$ cat src/rtl/mdio_mgmt_pkg.sv
package mdio_mgmt_pkg;

  localparam int PRE_W   = 32;
  localparam int FRAME_W = PRE_W + 32;

  localparam logic [1:0] OP_WR = 2'b01;
  localparam logic [1:0] OP_RD = 2'b10;

  localparam logic [4:0] REG_CTRL = 5'd0;
  localparam logic [4:0] REG_STAT = 5'd1;
  localparam logic [4:0] REG_ADV  = 5'd4;
  localparam logic [4:0] REG_PART = 5'd5;

  localparam logic [15:0] RESTART_WORD = 16'h1200;

  localparam int LINK_BIT  = 2;
  localparam int AB_10HD   = 5;
  localparam int AB_10FD   = 6;
  localparam int AB_100HD  = 7;
  localparam int AB_100FD  = 8;
  localparam int AB_PAUSE  = 10;

  typedef enum logic [1:0] {
    STEP_ADV,
    STEP_RESTART,
    STEP_STAT,
    STEP_PART
  } step_e;

  typedef struct packed {
    logic link;
    logic fast;
    logic full;
    logic pause;
  } port_stat_t;

  function automatic port_stat_t resolve_port(input logic up,
                                              input logic [15:0] adv,
                                              input logic [15:0] part);
    logic [15:0] common;
    port_stat_t  s;
    common = adv & part;
    s = '0;
    if (up) begin
      s.link = 1'b1;
      if (common[AB_100FD]) begin
        s.fast = 1'b1;
        s.full = 1'b1;
      end else if (common[AB_100HD]) begin
        s.fast = 1'b1;
      end else if (common[AB_10FD]) begin
        s.full = 1'b1;
      end else if (common[AB_10HD]) begin
        s.fast = 1'b0;
      end
      s.pause = s.full & common[AB_PAUSE];
    end
    return s;
  endfunction

endpackage

$ cat src/rtl/mdc_gen.sv
module mdc_gen #(
  parameter int CLK_HALF = 25
) (
  input  logic clk,
  input  logic rst_n,
  output logic mdc,
  output logic rise_stb,
  output logic fall_stb
);

  localparam int CW = (CLK_HALF > 1) ? $clog2(CLK_HALF) : 1;
  localparam logic [CW-1:0] LAST = CW'(CLK_HALF - 1);

  logic [CW-1:0] cnt_q, cnt_d;
  logic          mdc_q, mdc_d;
  logic          wrap;

  always_comb begin
    wrap  = (cnt_q == LAST);
    cnt_d = wrap ? '0 : cnt_q + 1'b1;
    mdc_d = wrap ? ~mdc_q : mdc_q;
  end

  always_ff @(posedge clk or negedge rst_n) begin
    if (!rst_n) begin
      cnt_q <= '0;
      mdc_q <= 1'b0;
    end else begin
      cnt_q <= cnt_d;
      mdc_q <= mdc_d;
    end
  end

  assign mdc      = mdc_q;
  assign rise_stb = wrap & ~mdc_q;
  assign fall_stb = wrap & mdc_q;

endmodule

$ cat src/rtl/mdio_shifter.sv
module mdio_shifter
  import mdio_mgmt_pkg::*;
(
  input  logic        clk,
  input  logic        rst_n,
  input  logic        rise_stb,
  input  logic        fall_stb,
  input  logic        go,
  input  logic        is_read,
  input  logic [4:0]  phy_addr,
  input  logic [4:0]  reg_addr,
  input  logic [15:0] wdata,
  input  logic        mdio_i,
  output logic        done,
  output logic [15:0] rdata,
  output logic        mdio_o,
  output logic        mdio_oe
);

  localparam int CW = $clog2(FRAME_W);
  localparam logic [CW-1:0] TA_POS   = CW'(PRE_W + 14);
  localparam logic [CW-1:0] DATA_POS = CW'(PRE_W + 16);
  localparam logic [CW-1:0] LAST_POS = CW'(FRAME_W - 1);

  logic               busy_q, busy_d;
  logic               lnch_q, lnch_d;
  logic [CW-1:0]      cnt_q, cnt_d;
  logic [FRAME_W-1:0] sh_q, sh_d;
  logic               rd_q, rd_d;
  logic [15:0]        rdat_q, rdat_d;
  logic               mdo_q, mdo_d;
  logic               oe_q, oe_d;
  logic               done_q, done_d;
  logic [FRAME_W-1:0] frame_w;

  always_comb begin
    frame_w = {{PRE_W{1'b1}}, 2'b01, (is_read ? OP_RD : OP_WR), phy_addr, reg_addr,
               (is_read ? 2'b11 : 2'b10), (is_read ? 16'hFFFF : wdata)};
  end

  always_comb begin
    busy_d = busy_q;
    lnch_d = lnch_q;
    cnt_d  = cnt_q;
    sh_d   = sh_q;
    rd_d   = rd_q;
    rdat_d = rdat_q;
    mdo_d  = mdo_q;
    oe_d   = oe_q;
    done_d = 1'b0;
    if (!busy_q) begin
      if (fall_stb) begin
        mdo_d = 1'b1;
        oe_d  = 1'b0;
      end
      if (go) begin
        busy_d = 1'b1;
        lnch_d = 1'b0;
        cnt_d  = '0;
        rd_d   = is_read;
        sh_d   = frame_w;
      end
    end else if (fall_stb) begin
      mdo_d  = sh_q[FRAME_W-1];
      sh_d   = {sh_q[FRAME_W-2:0], 1'b1};
      oe_d   = !(rd_q && (cnt_q >= TA_POS));
      lnch_d = 1'b1;
    end else if (rise_stb && lnch_q) begin
      if (rd_q && (cnt_q >= DATA_POS)) rdat_d = {rdat_q[14:0], mdio_i};
      if (cnt_q == LAST_POS) begin
        busy_d = 1'b0;
        done_d = 1'b1;
      end else begin
        cnt_d = cnt_q + 1'b1;
      end
    end
  end

  always_ff @(posedge clk or negedge rst_n) begin
    if (!rst_n) begin
      busy_q <= 1'b0;
      lnch_q <= 1'b0;
      cnt_q  <= '0;
      sh_q   <= '0;
      rd_q   <= 1'b0;
      rdat_q <= '0;
      mdo_q  <= 1'b1;
      oe_q   <= 1'b0;
      done_q <= 1'b0;
    end else begin
      busy_q <= busy_d;
      lnch_q <= lnch_d;
      cnt_q  <= cnt_d;
      sh_q   <= sh_d;
      rd_q   <= rd_d;
      rdat_q <= rdat_d;
      mdo_q  <= mdo_d;
      oe_q   <= oe_d;
      done_q <= done_d;
    end
  end

  assign done    = done_q;
  assign rdata   = rdat_q;
  assign mdio_o  = mdo_q;
  assign mdio_oe = oe_q;

endmodule

$ cat src/rtl/phy_scan_seq.sv
module phy_scan_seq
  import mdio_mgmt_pkg::*;
#(
  parameter int          NPORT    = 16,
  parameter logic [4:0]  PHY_BASE = 5'b01000,
  parameter logic [15:0] ADV_WORD = 16'h05E1
) (
  input  logic             clk,
  input  logic             rst_n,
  input  logic             done,
  input  logic [15:0]      rdata,
  output logic             go,
  output logic             is_read,
  output logic [4:0]       phy_addr,
  output logic [4:0]       reg_addr,
  output logic [15:0]      wdata,
  output logic [NPORT-1:0] link_o,
  output logic [NPORT-1:0] fast_o,
  output logic [NPORT-1:0] full_o,
  output logic [NPORT-1:0] pause_o
);

  localparam int PW = (NPORT > 1) ? $clog2(NPORT) : 1;
  localparam logic [PW-1:0] PORT_LAST = PW'(NPORT - 1);

  step_e         step_q, step_d;
  logic [PW-1:0] port_q, port_d;
  logic          busy_q, busy_d;
  logic          link_q, link_d;
  logic          upd;
  port_stat_t    new_stat;

  always_comb begin
    go       = !busy_q;
    phy_addr = PHY_BASE + 5'(port_q);
    case (step_q)
      STEP_ADV:     begin is_read = 1'b0; reg_addr = REG_ADV;  wdata = ADV_WORD;     end
      STEP_RESTART: begin is_read = 1'b0; reg_addr = REG_CTRL; wdata = RESTART_WORD; end
      STEP_STAT:    begin is_read = 1'b1; reg_addr = REG_STAT; wdata = '0;           end
      default:      begin is_read = 1'b1; reg_addr = REG_PART; wdata = '0;           end
    endcase
  end

  always_comb begin
    step_d   = step_q;
    port_d   = port_q;
    busy_d   = busy_q;
    link_d   = link_q;
    upd      = 1'b0;
    new_stat = resolve_port(link_q, ADV_WORD, rdata);
    if (!busy_q) begin
      busy_d = 1'b1;
    end else if (done) begin
      busy_d = 1'b0;
      case (step_q)
        STEP_ADV: step_d = STEP_RESTART;
        STEP_RESTART: begin
          if (port_q == PORT_LAST) begin
            step_d = STEP_STAT;
            port_d = '0;
          end else begin
            step_d = STEP_ADV;
            port_d = port_q + 1'b1;
          end
        end
        STEP_STAT: begin
          link_d = rdata[LINK_BIT];
          step_d = STEP_PART;
        end
        default: begin
          upd    = 1'b1;
          step_d = STEP_STAT;
          port_d = (port_q == PORT_LAST) ? '0 : port_q + 1'b1;
        end
      endcase
    end
  end

  always_ff @(posedge clk or negedge rst_n) begin
    if (!rst_n) begin
      step_q <= STEP_ADV;
      port_q <= '0;
      busy_q <= 1'b0;
      link_q <= 1'b0;
    end else begin
      step_q <= step_d;
      port_q <= port_d;
      busy_q <= busy_d;
      link_q <= link_d;
    end
  end

  for (genvar gp = 0; gp < NPORT; gp++) begin : g_port
    port_stat_t ent_q;
    logic       hit;
    assign hit = upd && (port_q == PW'(gp));
    always_ff @(posedge clk or negedge rst_n) begin
      if (!rst_n)   ent_q <= '0;
      else if (hit) ent_q <= new_stat;
    end
    assign link_o[gp]  = ent_q.link;
    assign fast_o[gp]  = ent_q.fast;
    assign full_o[gp]  = ent_q.full;
    assign pause_o[gp] = ent_q.pause;
  end

endmodule

$ cat src/rtl/phy_mgmt_master.sv
module phy_mgmt_master
  import mdio_mgmt_pkg::*;
#(
  parameter int          NPORT    = 16,
  parameter logic [4:0]  PHY_BASE = 5'b01000,
  parameter int          CLK_HALF = 25,
  parameter logic [15:0] ADV_WORD = 16'h05E1
) (
  input  logic             clk,
  input  logic             rst_n,
  output logic             mdc,
  output logic             mdio_o,
  output logic             mdio_oe,
  input  logic             mdio_i,
  output logic [NPORT-1:0] port_link,
  output logic [NPORT-1:0] port_fast,
  output logic [NPORT-1:0] port_full,
  output logic [NPORT-1:0] port_pause
);

  logic        rst_meta_q, rst_q;
  logic        rise_stb, fall_stb;
  logic        go, is_read, done;
  logic [4:0]  phy_addr, reg_addr;
  logic [15:0] wdata, rdata;

  always_ff @(posedge clk or negedge rst_n) begin
    if (!rst_n) begin
      rst_meta_q <= 1'b0;
      rst_q      <= 1'b0;
    end else begin
      rst_meta_q <= 1'b1;
      rst_q      <= rst_meta_q;
    end
  end

  mdc_gen #(.CLK_HALF(CLK_HALF)) u_clkgen (
    .clk      (clk),
    .rst_n    (rst_q),
    .mdc      (mdc),
    .rise_stb (rise_stb),
    .fall_stb (fall_stb)
  );

  mdio_shifter u_shift (
    .clk      (clk),
    .rst_n    (rst_q),
    .rise_stb (rise_stb),
    .fall_stb (fall_stb),
    .go       (go),
    .is_read  (is_read),
    .phy_addr (phy_addr),
    .reg_addr (reg_addr),
    .wdata    (wdata),
    .mdio_i   (mdio_i),
    .done     (done),
    .rdata    (rdata),
    .mdio_o   (mdio_o),
    .mdio_oe  (mdio_oe)
  );

  phy_scan_seq #(
    .NPORT    (NPORT),
    .PHY_BASE (PHY_BASE),
    .ADV_WORD (ADV_WORD)
  ) u_seq (
    .clk      (clk),
    .rst_n    (rst_q),
    .done     (done),
    .rdata    (rdata),
    .go       (go),
    .is_read  (is_read),
    .phy_addr (phy_addr),
    .reg_addr (reg_addr),
    .wdata    (wdata),
    .link_o   (port_link),
    .fast_o   (port_fast),
    .full_o   (port_full),
    .pause_o  (port_pause)
  );

endmodule

$ cat config.mk
export PLATFORM = sky130hd
export DESIGN_NAME = phy_mgmt_master
export DESIGN_NICKNAME = d
export VERILOG_FILES = /design/src/rtl/mdio_mgmt_pkg.sv /design/src/rtl/mdc_gen.sv /design/src/rtl/mdio_shifter.sv /design/src/rtl/phy_scan_seq.sv /design/src/rtl/phy_mgmt_master.sv
export SDC_FILE = /design/constraint.sdc
export NUM_CORES = 1
export LEC_CHECK = 0
export ABC_AREA = 0
export ABC_CLOCK_PERIOD_IN_PS = 13180
export BUFFER_PORTS_ARGS = -buffer_cell sky130_fd_sc_hd__buf_2
export CAP_MARGIN = 10
export CELL_PAD_IN_SITES_DETAIL_PLACEMENT = 1
export CELL_PAD_IN_SITES_GLOBAL_PLACEMENT = 1
export CORE_MARGIN = 1
export CORE_UTILIZATION = 53
export CTS_BUF_LIST = sky130_fd_sc_hd__clkbuf_4
export DETAILED_ROUTE_END_ITERATION = 6
export PLACE_DENSITY = 0.93
export SETUP_SLACK_MARGIN = 0.02
export SLEW_MARGIN = 20
export SYNTH_ARGS = -nofsm -noshare
export SYNTH_HDL_FRONTEND = slang
export SYNTH_SLANG_ARGS = --single-unit
$ cat constraint.sdc
create_clock -name clk -period 13.18 [get_ports clk]
set_clock_uncertainty 0.15 [all_clocks]
set_input_delay 0 -clock clk [delete_from_list [all_inputs] [get_ports clk]]
set_output_delay 0 -clock clk [all_outputs]
set_load 0.005 [all_outputs]
==> summary.txt, run 1 <==
Final layout
  • Share of layout cells above drive strength 1: 28.87%
  • Filler instances: 1347
  • Most frequent cells in the layout: dfrtp_1 (164), nand2_1 (100), mux2_2 (76)
  • Non-filler cells, final: 845
  • Final #Nets: 674
  • Most common cell after layout, fill and taps aside: dfrtp_1
  • Layout area overhead: 11.67%

Clock network
  • Clock sink total: 167
  • Post-CTS setup buffers: 0
  • Clock Pin Slew Worst Setup and Hold Paths: 120 ps
  • CTS tree: done
  • Htree depth: 4
  • Count of hold-fix buffers inserted at cts: 3
  • Worst skew pair latency: 570 ps
  • Num CTS Buffers: 17
  • Clock root cell: clkbuf_4
  • Clock Path Buffers: 2
  • Post_cts resized: 0

Run
  • Max-cap violations: 0

Global route
  • Total grt overflow: 0
  • Initial antenna violation count: 0
  • First-pass GRT wire length: 26950 um
  • Vias in the first global route: 5093
  • Tot GR Track Use: 26.49%
  • Largest net degree at the start of global routing: 84

Logic synthesis
  • #FFs+latches synth: 167
  • Syn avg cell area: 11.58 sq um
  • Sequential fraction of the synthesis area: 60.45%
  • Cell Area, Synth: 6915 sq um
  • Ys Warns: 0
  • Syn_nets: 612
  • Cells after Synth: 597
  • Unique masters post-synth: 46

Power
  • Leakage: 3.865 nW
  • Total power: 0.8674 mW
  • Maximum VDD drop: 0.05475 mV
  • Pwr dens: 112.3 nW/um^2

Worst setup path
  • Worst-path maximum fanout: 11
  • Setup crit end kind: register
  • R2R Path Start: u_clkgen.cnt_q[0]
  • Worst EP required: 13470 ps
  • CP startpoint kind: register
  • CP max stage cell: nor2_1
  • Worst r2r dst: u_shift.rdata[9]
  • Crit Path Category: reg -> reg
  • CP Cell Sequence: inv_1 -> ha_1 -> and4b_1 -> nand3_1 -> nor2_1 -> mux2_2
  • Reg2reg path depth: 6
  • Worst path arrival time: 3260 ps
  • Slowest stage delay, CP: 740 ps
  • Reg-to-reg slack, setup: 10210 ps

STA
  • Worst Tran Pin Value: 852.4 ps
  • Setup TNS: 0 ps
  • Max Fclk: 0.3373 GHz
  • Fin crit period: 2965 ps
  • Hold Fails Final Rpt: 0
  • Slew margin rel.: 42.96%
  • Fin crit share: 22.50%
  • Final setup viols: 0
  • RSZ-0062 raised after global routing: false
  • Pins Over Slew Limit: 0

Outcome
  • Status: finished clean

Floorplanning
  • FP Rows: 41
  • Initial core utilization: 54.58%
  • Die area: 13510 sq um
  • Die Width: 116.2 um
  • Die Ht: 116.2 um
  • Core Footprint: 12670 sq um
  • Io pins: 70

Route
  • Routed vias/inst: 5.631
  • Antenna Nets Post-Route: 0
  • Drt first pass iters: 4
  • Number of remaining DRC errors: 0
  • Total Routed Length: 16400 um
  • Vias: 4758
  • 1st-iter DRT viols: 269
  • Per-cell routed wire length: 19.40 um

Placement
  • DP Wirelength: 10660 um
  • Final GP Congestion: 0.7543
  • # port buffers: 69
  • Placed Cells: 808

Min path
  • Hold Path Cell Cnt: 3
  • Hold path start: mdio_i
  • WHS Endpoint: u_shift.rdata[0]
  • HP Class: in -> reg
-- power breakdown --
group / internal (mW) / switching (mW)
registers: 0.513 / 0.00239
logic: 0.00167 / 0.00752
clock network: 0.167 / 0.176
total: 0.681 / 0.186
-- registers in the layout, summed over array words and instances, names as in the netlist, 2 cells and up --
register and cells:
u_seq.fast_o 16, u_seq.step_q 2, u_shift.sh_q 64, u_seq.full_o 16, u_shift.rdata 11, u_clkgen.cnt_q 5
u_shift.cnt_q 6, u_seq.link_o 16, u_seq.port_q 4, u_seq.pause_o 16
-- area by class of cell --
class | instances | area [sq um] | area share (%)
Inverter | 8 | 30.03 | 0.3889
Clock inverter | 15 | 209.0 | 2.706
Sequential cell | 167 | 4185 | 54.20
Tap cell | 172 | 215.2 | 2.787
Antenna cell | 1 | 2.502 | 0.03240
Clock buffer | 17 | 127.6 | 1.653
Multi-Input combinational cell | 390 | 2539 | 32.87
Timing Repair Buffer | 75 | 414.1 | 5.363
-- layer usage --
layer	wire (um)	part of all wire, %	global-route usage, %	up-vias
li1	-	-	-	2158
met1	6675	41	31.85	2480
met2	8904	54	46.27	86
met3	408	2.5	5.034	34
met4	408	2.5	11.97	0
met5	0	0	0	-
-- stage by stage --
stage / area, sq um / util (%) / worst slack [ps] / hold WS [ps]
finish: 7722 / 60.95 / 10210 / 96.17
global route: 7720 / 60.93 / 10060 / 84.14
CTS: 7690 / 60.69 / 10160 / 65.48
detailed placement: 7323 / 57.80 / 10250 / -364.0
global placement: 7323 / 57.80 / 10470 / -364.8
floorplan: 6915 / - / 8034 / -445.6
-- how the worst max path moves through the flow --
stage                      start  slack [ps]  cells past startpoint                 to
3_5_place_dp      u_shift.busy_q       10250                      4   u_shift.sh_q[28]
3_3_place_gp      u_shift.busy_q       10470                      4   u_shift.sh_q[28]
5_1_grt        u_clkgen.cnt_q[0]       10060                      6   u_shift.rdata[9]
4_1_cts        u_clkgen.cnt_q[0]       10160                      6   u_shift.rdata[9]
6_report       u_clkgen.cnt_q[0]       10210                      6   u_shift.rdata[9]
2_1_floorplan              rst_q        8030                      0  u_clkgen.cnt_q[0]
-- logic make-up after synthesis --
logic type | count (synthesis) | share of synthesized area (%)
other cells | 1 | 0.05423
flops | 167 | 60.45
fa+ha+maj | 12 | 2.171
simple gates | 214 | 13.77
buf+inv | 40 | 2.913
compound gates | 77 | 6.894
mux | 82 | 13.24
xor+xnor | 4 | 0.5067
-- Yosys cell counts, drive strengths merged --
library cell / count / area [sq um]
ha: 12 / 150.1
o31ai: 1 / 7.510
nor3b: 1 / 7.510
nand4: 2 / 12.51
mux2: 76 / 855.8
dfstp: 1 / 26.28
clkbuf: 21 / 108.9
or4b: 1 / 10.01
nand2b: 7 / 43.79
mux2i: 6 / 60.06
buf: 11 / 62.56
and2b: 1 / 8.760
xor2: 2 / 17.52
and4b: 1 / 10.01
o21ba: 1 / 10.01
a211oi: 1 / 7.510
o21a: 3 / 22.52
o21ai: 22 / 110.1
a22o: 7 / 62.56
a21o: 3 / 22.52
a311o: 1 / 10.01
nor2: 43 / 161.4
and2: 1 / 6.260
dfrtp: 166 / 4154
or2: 1 / 6.260
nand2: 100 / 375.4
nor3: 9 / 70.07
xnor2: 2 / 17.52
and3: 2 / 13.77
a31o: 1 / 8.760
a31oi: 2 / 12.51
nor2b: 1 / 6.260
o311ai: 1 / 8.760
a21oi: 32 / 160.2
nand3: 44 / 220.2
o211ai: 1 / 7.510
o2111ai: 1 / 26.28
inv: 8 / 30.03
conb: 1 / 3.750
-- critical path: cells and delay by family, from the launching register on --
kind	cells	cell delay (ps)
adders and majority gates	1	150
buffers and inverters	1	80
DFF	1	440
muxes	1	430
and+or+nand+nor	3	1610
Note: power is estimated with default switching activity, not from simulation.
==> run 2: changes to the inputs <==
- ABC_AREA: 0 -> 1
- ABC_CLOCK_PERIOD_IN_PS: 13180 -> 2550
- CORE_UTILIZATION: 53 -> 42
- PLACE_DENSITY: 0.93 -> 0.83
- clock period: 13.18 -> 2.55 ns (I/O delays scaled with it)
==> run 2 against run 1 <==
  * Non-clock buffer count rose by 13
  * Largest cell class unchanged
  * Worst hold slack better by 17 ps
  * Combinational power rose to 6.0 times the previous value
  * Clock power rose to 4.8 times the previous value
  * Die area up 27%
  * Routed wire length down 2.0%
  * Total power grew to 5.0 times the previous value
  * Critical path depth is 4 higher
  * Core utilization fell by 12 points
  * First-iteration DRC count increased by 0.37%
  * Flip-flop and latch count stayed put
  * Via count rose by 13%
==> summary.txt, run 2 <==
Outcome
  • Status: finished clean (unchanged)

Worst setup path
  • Slowest stage delay, CP: 490 ps (was 740 ps)
  • Reg-to-reg slack, setup: 370 ps (was 10210 ps)
  • Setup crit end kind: register (unchanged)
  • Worst-path maximum fanout: 31 (was 11)
  • Worst EP required: 2920 ps (was 13470 ps)
  • Worst path arrival time: 2550 ps (was 3260 ps)
  • CP startpoint kind: register (unchanged)
  • CP Cell Sequence: inv_1 -> ha_1 -> inv_1 -> nor2_2 -> nand2_2 -> nor2_4 -> nand2_2 -> inv_2 -> nand2_1 -> nand2_1 (was inv_1 -> ha_1 -> and4b_1 -> nand3_1 -> nor2_1 -> mux2_2)
  • Crit Path Category: reg -> reg (unchanged)
  • CP max stage cell: inv_2 (was nor2_1)

STA
  • RSZ-0062 raised after global routing: false (unchanged)
  • Fin crit period: 2183 ps (was 2965 ps)
  • Worst Tran Pin Value: 662.5 ps (was 852.4 ps)
  • Max Fclk: 0.4580 GHz (was 0.3373 GHz)
  • Pins Over Slew Limit: 0 (unchanged)
  • Setup TNS: 0 ps (unchanged)
  • Fin crit share: 85.62% (was 22.50%)
  • Hold Fails Final Rpt: 0 (unchanged)
  • Slew margin rel.: 55.84% (was 42.96%)
  • Final setup viols: 0 (unchanged)

Logic synthesis
  • Post-synth top area share: 59.47% (was 60.07%)
  • Ys Warns: 0 (unchanged)
  • Post-Synth Adder-Cell Area: 2.149% (was 2.171%)
  • Unique masters post-synth: 31 (was 46)
  • Share of flip-flops with an asynchronous set or reset: 100.0% (unchanged)
  • Sequential fraction of the synthesis area: 59.84% (was 60.45%)
  • Post-synthesis mux area share: 0% (was 13.24%)
  • Synth area leader: dfrtp_1 (unchanged)
  • Largest family of logic cells by synthesized area: simple AND/OR/NAND/NOR gates (unchanged)
  • Syn avg cell area: 9.096 sq um (was 11.58 sq um)
  • Cells after Synth: 768 (was 597)
  • Cell Area, Synth: 6985 sq um (was 6915 sq um)
  • #FFs+latches synth: 167 (unchanged)
  • Post-Synth Simple-Gate Area: 25.24% (was 13.77%)
  • Synth area leaders: dfrtp_1 (59%), nand2_1 (14%), nand3_1 (5.9%), o21ai_1 (4.7%), nor2_1 (2.2%) (was dfrtp_1 (60%), mux2_2 (12%), nand2_1 (5.4%), nand3_1 (3.2%), nor2_1 (2.3%))
  • Synth Area in XOR/XNOR: 0.5015% (was 0.5066%)
  • Syn_nets: 783 (was 612)
  • Most used DFF post-synth: dfrtp_1 (unchanged)
  • Most frequent cell after synthesis: nand2_1 (was dfrtp_1)
  • Most frequent cells after synthesis: nand2_1 (253), dfrtp_1 (166), nand3_1 (82), o21ai_1 (65), nor2_1 (41) (was dfrtp_1 (166), nand2_1 (100), mux2_2 (76), nand3_1 (44), nor2_1 (43))
  • EDFF count, synth: 0 (unchanged)
  • Synth Area in Compound Gates: 7.380% (was 6.893%)

Power
  • Sequential share of power: 61.3% (was 59.4%)
  • Switch share: 26.17% (was 21.46%)
  • Cell-internal power: 3.213 mW (was 0.6812 mW)
  • Maximum VDD drop: 0.2968 mV (was 0.05475 mV)
  • Comb power frac: 1.3% (was 1.1%)
  • Clk pwr share: 37.5% (was 39.6%)
  • Pwr dens: 549.8 nW/um^2 (was 112.3 nW/um^2)
  • P_sw: 1.139 mW (was 0.1862 mW)
  • Leakage: 3.937 nW (was 3.865 nW)

Global route
  • First-pass GRT wire length: 27470 um (was 26950 um)
  • Tot GR Track Use: 20.62% (was 26.49%)
  • Vias in the first global route: 5557 (was 5093)
  • Total grt overflow: 0 (unchanged)
  • Initial antenna violation count: 0 (unchanged)
  • Largest net degree at the start of global routing: 47 (was 84)

Clock network
  • Htree depth: 4 (unchanged)
  • CTS tree: done (unchanged)
  • Clock root cell: clkbuf_4 (unchanged)
  • Clock Pin Slew Worst Setup and Hold Paths: 150 ps (was 120 ps)
  • Post_cts resized: 0 (unchanged)
  • Worst skew pair latency: 590 ps (was 570 ps)
  • Num CTS Buffers: 17 (unchanged)
  • Clock Path Buffers: 2 (unchanged)
  • Clock sink total: 167 (unchanged)

Route
  • Vias: 5388 (was 4758)
  • Number of remaining DRC errors: 0 (unchanged)
  • 1st-iter DRT viols: 270 (was 269)
  • Antenna Nets Post-Route: 0 (unchanged)
  • Drt first pass iters: 4 (unchanged)
  • Total Routed Length: 16070 um (was 16400 um)
  • Per-cell routed wire length: 14.99 um (was 19.40 um)
  • Routed vias/inst: 5.026 (was 5.631)

Floorplanning
  • Initial core utilization: 43.50% (was 54.58%)
  • Die Ht: 131.0 um (was 116.2 um)
  • Die area: 17150 sq um (was 13510 sq um)
  • Die Width: 131.0 um (was 116.2 um)
  • Core Footprint: 16060 sq um (was 12670 sq um)
  • FP Rows: 46 (was 41)
  • Io pins: 70 (unchanged)

Min path
  • HP Class: in -> async (was in -> reg)

Placement
  • # port buffers: 69 (unchanged)
  • Final GP Congestion: 0.7597 (was 0.7543)
  • Placed Cells: 1036 (was 808)
  • DP Wirelength: 11040 um (was 10660 um)

Run
  • Max-cap violations: 0 (unchanged)

Final layout
  • Biggest register: u_shift.sh_q (unchanged)
  • Diode count: 0 (was 1)
  • Final #Nets: 858 (was 674)
  • Most frequent cells in the layout: nand2_1 (253), dfrtp_1 (165), nand3_1 (82) (was dfrtp_1 (164), nand2_1 (100), mux2_2 (76))
  • Non-filler cells, final: 1072 (was 845)
  • Most common cell after layout, fill and taps aside: nand2_1 (was dfrtp_1)
  • Share of layout cells above drive strength 1: 18.34% (was 28.87%)
  • Max reg flops: 64 (unchanged)
  • Layout area overhead: 13.31% (was 11.67%)
-- run 2: cell count changes after synthesis, sizes merged, moves of 9 or more --
cell    before  now
inv          8   41
nand3       44   82
nand2      100  271
clkbuf      21   12
buf         11   20
a21oi       32    5
mux2        76    0
o21ai       22   92
-- run 2: power by group through the flow --
stage | logic, mW | registers, mW | clock network (mW)
floorplan | 0.000137 | 2.74 | 0
global placement | 0.0533 | 2.72 | 0
detailed placement | 0.0541 | 2.72 | 0
CTS | 0.0586 | 2.67 | 1.69
global route | 0.0654 | 2.67 | 1.77
finish | 0.0553 | 2.67 | 1.63
-- run 2: cell type report --
type                            instances  area (sq um)
Clock inverter                         15         176.4
Tap cell                              216         270.3
Inverter                               41         153.9
Sequential cell                       167          4184
Timing Repair Buffer                   88         535.5
Multi-Input combinational cell        528          2467
Fill cell                            1920          8143
Clock buffer                           17         127.6
-- run 2: worst paths after layout --
path | start | end | depth (start not counted)
min in group clk | rst_meta_q | rst_q | 0
worst min register to register | rst_q | u_clkgen.cnt_q[1] | 0
worst max-delay path | u_clkgen.cnt_q[0] | u_shift.sh_q[19] | 10
worst max register to register | u_clkgen.cnt_q[0] | u_shift.sh_q[19] | 10
max in group asynchronous | rst_q | u_seq.link_o[6] | 1
worst min-delay path | rst_n | rst_q | 3
-- run 2: through the flow --
step	utilization [%]	total power, mW	cell area [sq um]	setup slack, ps	hold slack, ps
2_1_floorplan	-	2.738	6989	671.1	-445.6
3_3_place_gp	47.15	2.770	7571	468.1	-363.0
3_5_place_dp	47.15	2.771	7571	356.1	-362.5
4_1_cts	49.29	4.416	7915	331.9	62.98
5_1_grt	49.29	4.508	7915	112.6	104.8
6_report	49.29	4.352	7915	366.7	113.2
-- run 2: worst max-delay path, delay by kind of cell (launching register included) --
family	cells	cell delay (ps)
flops	1	430
simple gates	6	800
fa+ha+maj	1	130
buf+inv	3	600
-- run 2: logic make-up after synthesis --
| kind of cell | count (synthesis) |
|---|---|
| compound gates | 101 |
| flops | 167 |
| other cells | 1 |
| xor+xnor | 4 |
| fa+ha+maj | 12 |
| buf+inv | 73 |
| simple gates | 410 |
-- run 2: repair_timing --
| item | CTS | global route |
|---|---|---|
| buffers inserted | 0 | 0 |
| hold buffers | 4 | 0 |
| hold endpoints to repair | 3 | 0 |
-- run 2: per-layer routing --
layer  up-vias  GRT usage, %  part of all wire (%)
li1       2617             -                     -
met5         -             0                     0
met4         0         6.288                   1.2
met2        71         34.02                    48
met3        18         3.664                   2.5
met1      2682         27.79                    49
==> run 3: changes to the inputs <==
- CORE_UTILIZATION: 42 -> 35
- CTS_BUF_LIST: sky130_fd_sc_hd__clkbuf_4 -> sky130_fd_sc_hd__clkbuf_8
- PLACE_DENSITY: 0.83 -> 0.72
==> run 3 against run 2 <==
  * Clock power rose by 25%
  * Maximum frequency shrank 0.28%
  * Total power up 9.1%
  * Routed wire length is 1.2% higher
  * Sequential share of layout area decreased by 0.89 points
  * Critical path type unchanged
  * Largest power group unchanged
==> summary.txt, run 3 (same netlist as run 2, synthesis figures left out) <==
Run
  • Max-cap violations: 0 (unchanged)

Power
  • Maximum VDD drop: 0.4149 mV (was 0.2968 mV)
  • Total power: 4.749 mW (was 4.352 mW)
  • Pwr dens: 590.0 nW/um^2 (was 549.8 nW/um^2)
  • Clk pwr share: 42.9% (was 37.5%)
  • Switch share: 23.12% (was 26.17%)
  • P_sw: 1.098 mW (was 1.139 mW)
  • Comb power frac: 1.1% (was 1.3%)
  • Leakage: 3.963 nW (was 3.937 nW)
  • Sequential share of power: 56.0% (was 61.3%)
  • Cell-internal power: 3.652 mW (was 3.213 mW)

STA
  • Hold Fails Final Rpt: 0 (unchanged)
  • Fin crit share: 85.86% (was 85.62%)
  • Fin crit period: 2189 ps (was 2183 ps)
  • Fin worst setup slack: 360.5 ps (was 366.7 ps)
  • Slew margin rel.: 61.17% (was 55.84%)
  • Worst Tran Pin Value: 581.6 ps (was 662.5 ps)
  • Final setup viols: 0 (unchanged)
  • RSZ-0062 raised after global routing: false (unchanged)
  • Setup TNS: 0 ps (unchanged)
  • Pins Over Slew Limit: 0 (unchanged)
  • Max Fclk: 0.4567 GHz (was 0.4580 GHz)
  • Hold WS: 164.8 ps (was 113.2 ps)

Final layout
  • Max reg flops: 64 (unchanged)
  • Biggest register: u_shift.sh_q (unchanged)
  • Non-filler cells, final: 1117 (was 1072)
  • Layout area overhead: 15.24% (was 13.31%)
  • Diode count: 0 (unchanged)
  • Share of layout cells above drive strength 1: 17.96% (was 18.34%)
  • Most common cell after layout, fill and taps aside: nand2_1 (unchanged)
  • Fin util: 41.23% (was 49.29%)
  • Post-layout instance area: 8050 sq um (was 7915 sq um)
  • Most frequent cells in the layout: nand2_1 (253), dfrtp_1 (165), nand3_1 (82) (unchanged)
  • Final #Nets: 854 (was 858)

Worst setup path
  • CP max stage cell: buf_4 (was inv_2)
  • Critical path origin: u_clkgen.cnt_q[0] (unchanged)
  • Worst r2r dst: u_shift.sh_q[10] (was u_shift.sh_q[19])
  • Worst EP required: 2740 ps (was 2920 ps)
  • Reg-to-reg slack, setup: 360 ps (was 370 ps)
  • Slowest stage delay, CP: 430 ps (was 490 ps)
  • Setup crit end kind: register (unchanged)
  • CP startpoint kind: register (unchanged)
  • Worst-path maximum fanout: 38 (was 31)
  • R2R Path Start: u_clkgen.cnt_q[0] (unchanged)
  • Reg2reg path depth: 11 (was 10)
  • Worst path arrival time: 2380 ps (was 2550 ps)
  • CP Cell Sequence: inv_1 -> ha_1 -> inv_1 -> nor2_2 -> nand2_2 -> nor2_4 -> nand2_2 -> buf_4 -> nand2_2 -> o21ai_0 -> nand2_1 (was inv_1 -> ha_1 -> inv_1 -> nor2_2 -> nand2_2 -> nor2_4 -> nand2_2 -> inv_2 -> nand2_1 -> nand2_1)
  • CP endpoint: u_shift.sh_q[10] (was u_shift.sh_q[19])
  • Most used cell, CP: nand2_2
  • Crit Path Category: reg -> reg (unchanged)

Route
  • Drt first pass iters: 4 (unchanged)
  • Total Routed Length: 16250 um (was 16070 um)
  • Antenna Nets Post-Route: 0 (unchanged)
  • Vias: 5363 (was 5388)
  • 1st-iter DRT viols: 276 (was 270)
  • Number of remaining DRC errors: 0 (unchanged)
  • Routed vias/inst: 4.801 (was 5.026)
  • Per-cell routed wire length: 14.55 um (was 14.99 um)

Clock network
  • Worst skew pair latency: 460 ps (was 590 ps)
  • CTS tree: done (unchanged)
  • Clock Path Buffers: 2 (unchanged)
  • Post-CTS setup buffers: 0 (unchanged)
  • Post_cts resized: 0 (unchanged)
  • Clock sink total: 167 (unchanged)
  • Clock root cell: clkbuf_8 (was clkbuf_4)
  • Clock Pin Slew Worst Setup and Hold Paths: 100 ps (was 150 ps)
  • Htree depth: 4 (unchanged)
  • Num CTS Buffers: 17 (unchanged)

Floorplanning
  • Io pins: 70 (unchanged)
  • FP Rows: 51 (was 46)
  • Die Width: 143.3 um (was 131.0 um)
  • Core Footprint: 19530 sq um (was 16060 sq um)
  • Die Ht: 143.3 um (was 131.0 um)
  • Die area: 20530 sq um (was 17150 sq um)
  • Initial core utilization: 35.77% (was 43.50%)

Global route
  • Met1 Use GR: 21.97% (was 27.79%)
  • Total grt overflow: 0 (unchanged)
  • Largest net degree at the start of global routing: 67 (was 47)
  • Grt peak-use layer: met2 (unchanged)
  • Tot GR Track Use: 17.15% (was 20.62%)
  • Vias in the first global route: 5563 (was 5557)
  • Initial antenna violation count: 0 (unchanged)
  • M2 GR Usage: 29.09% (was 34.02%)
  • Met3 usage: 3.622% (was 3.664%)
  • First-pass GRT wire length: 27730 um (was 27470 um)

Placement
  • Pre-CTS WS: 331.3 ps (was 356.1 ps)
  • Area after DPL: 7597 sq um (was 7571 sq um)
  • Placed Cells: 1082 (was 1036)
  • # port buffers: 69 (unchanged)
  • DP Wirelength: 10500 um (was 11040 um)
  • Final GP Congestion: 0.7343 (was 0.7597)

Outcome
  • Status: finished clean (unchanged)

Min path
  • HP Class: reg -> async (was in -> async)
## run 3: changes by cell type in the layout (fill, tap and decap cells not counted), moves of 2 or more
cell,previous run,this run
inv_8,7,2
clkinv_4,4,1
buf_4,12,10
clkbuf_4,17,0
bufinv_16,1,3
clkbuf_8,0,17
inv_6,1,5
## run 3: worst min-delay path by stage
stage / depth (start not counted) / endpoint / slack (ps)
CTS: 4 / u_shift.rdata[0] / 130
finish: 0 / u_seq.fast_o[1] / 160
floorplan: 0 / rst_meta_q / -450
detailed placement: 1 / rst_meta_q / -360
global route: 4 / u_shift.rdata[0] / 180
global placement: 1 / rst_meta_q / -360
## run 3: layout make-up
| class | instances | area, sq um |
|---|---|---|
| fill | 2349 | 11480 |
| clock buffer | 17 | 234.0 |
| multi-input combinational | 528 | 2467 |
| inverter | 41 | 153.9 |
| timing repair buffer | 84 | 490.5 |
| sequential | 167 | 4184 |
| tap | 265 | 331.6 |
| clock inverter | 15 | 188.9 |
## run 3: routing by layer
metal | part of all wire (%) | vias to the layer above
li1 | - | 2604
met1 | 47 | 2654
met2 | 48 | 90
met3 | 3.3 | 15
met4 | 1.3 | 0
met5 | 0 | -
## run 3: timing repair
item | 4_1_cts | 5_1_grt
hold buffers | 3 | 0
endpoints found under the hold margin | 3 | 0
setup endpoints to repair | 0 | 0
## run 3: worst max-delay path: cells and delay by family (launching register included)
family | cells | cell delay, ps
AO/OA/AOI/OAI | 1 | 100
adder cells (fa/ha/maj) | 1 | 200
buffers and inverters | 3 | 560
flip-flops | 1 | 400
AND/OR/NAND/NOR | 6 | 650
## run 3: power groups by stage
stage / combinational, mW / sequential, mW / clock [mW]
after floorplan: 0.000137 / 2.74 / 0
after global placement: 0.0514 / 2.71 / 0
after detailed placement: 0.0520 / 2.71 / 0
after CTS: 0.0558 / 2.66 / 2.12
after global routing: 0.0620 / 2.66 / 2.21
final: 0.0518 / 2.66 / 2.04
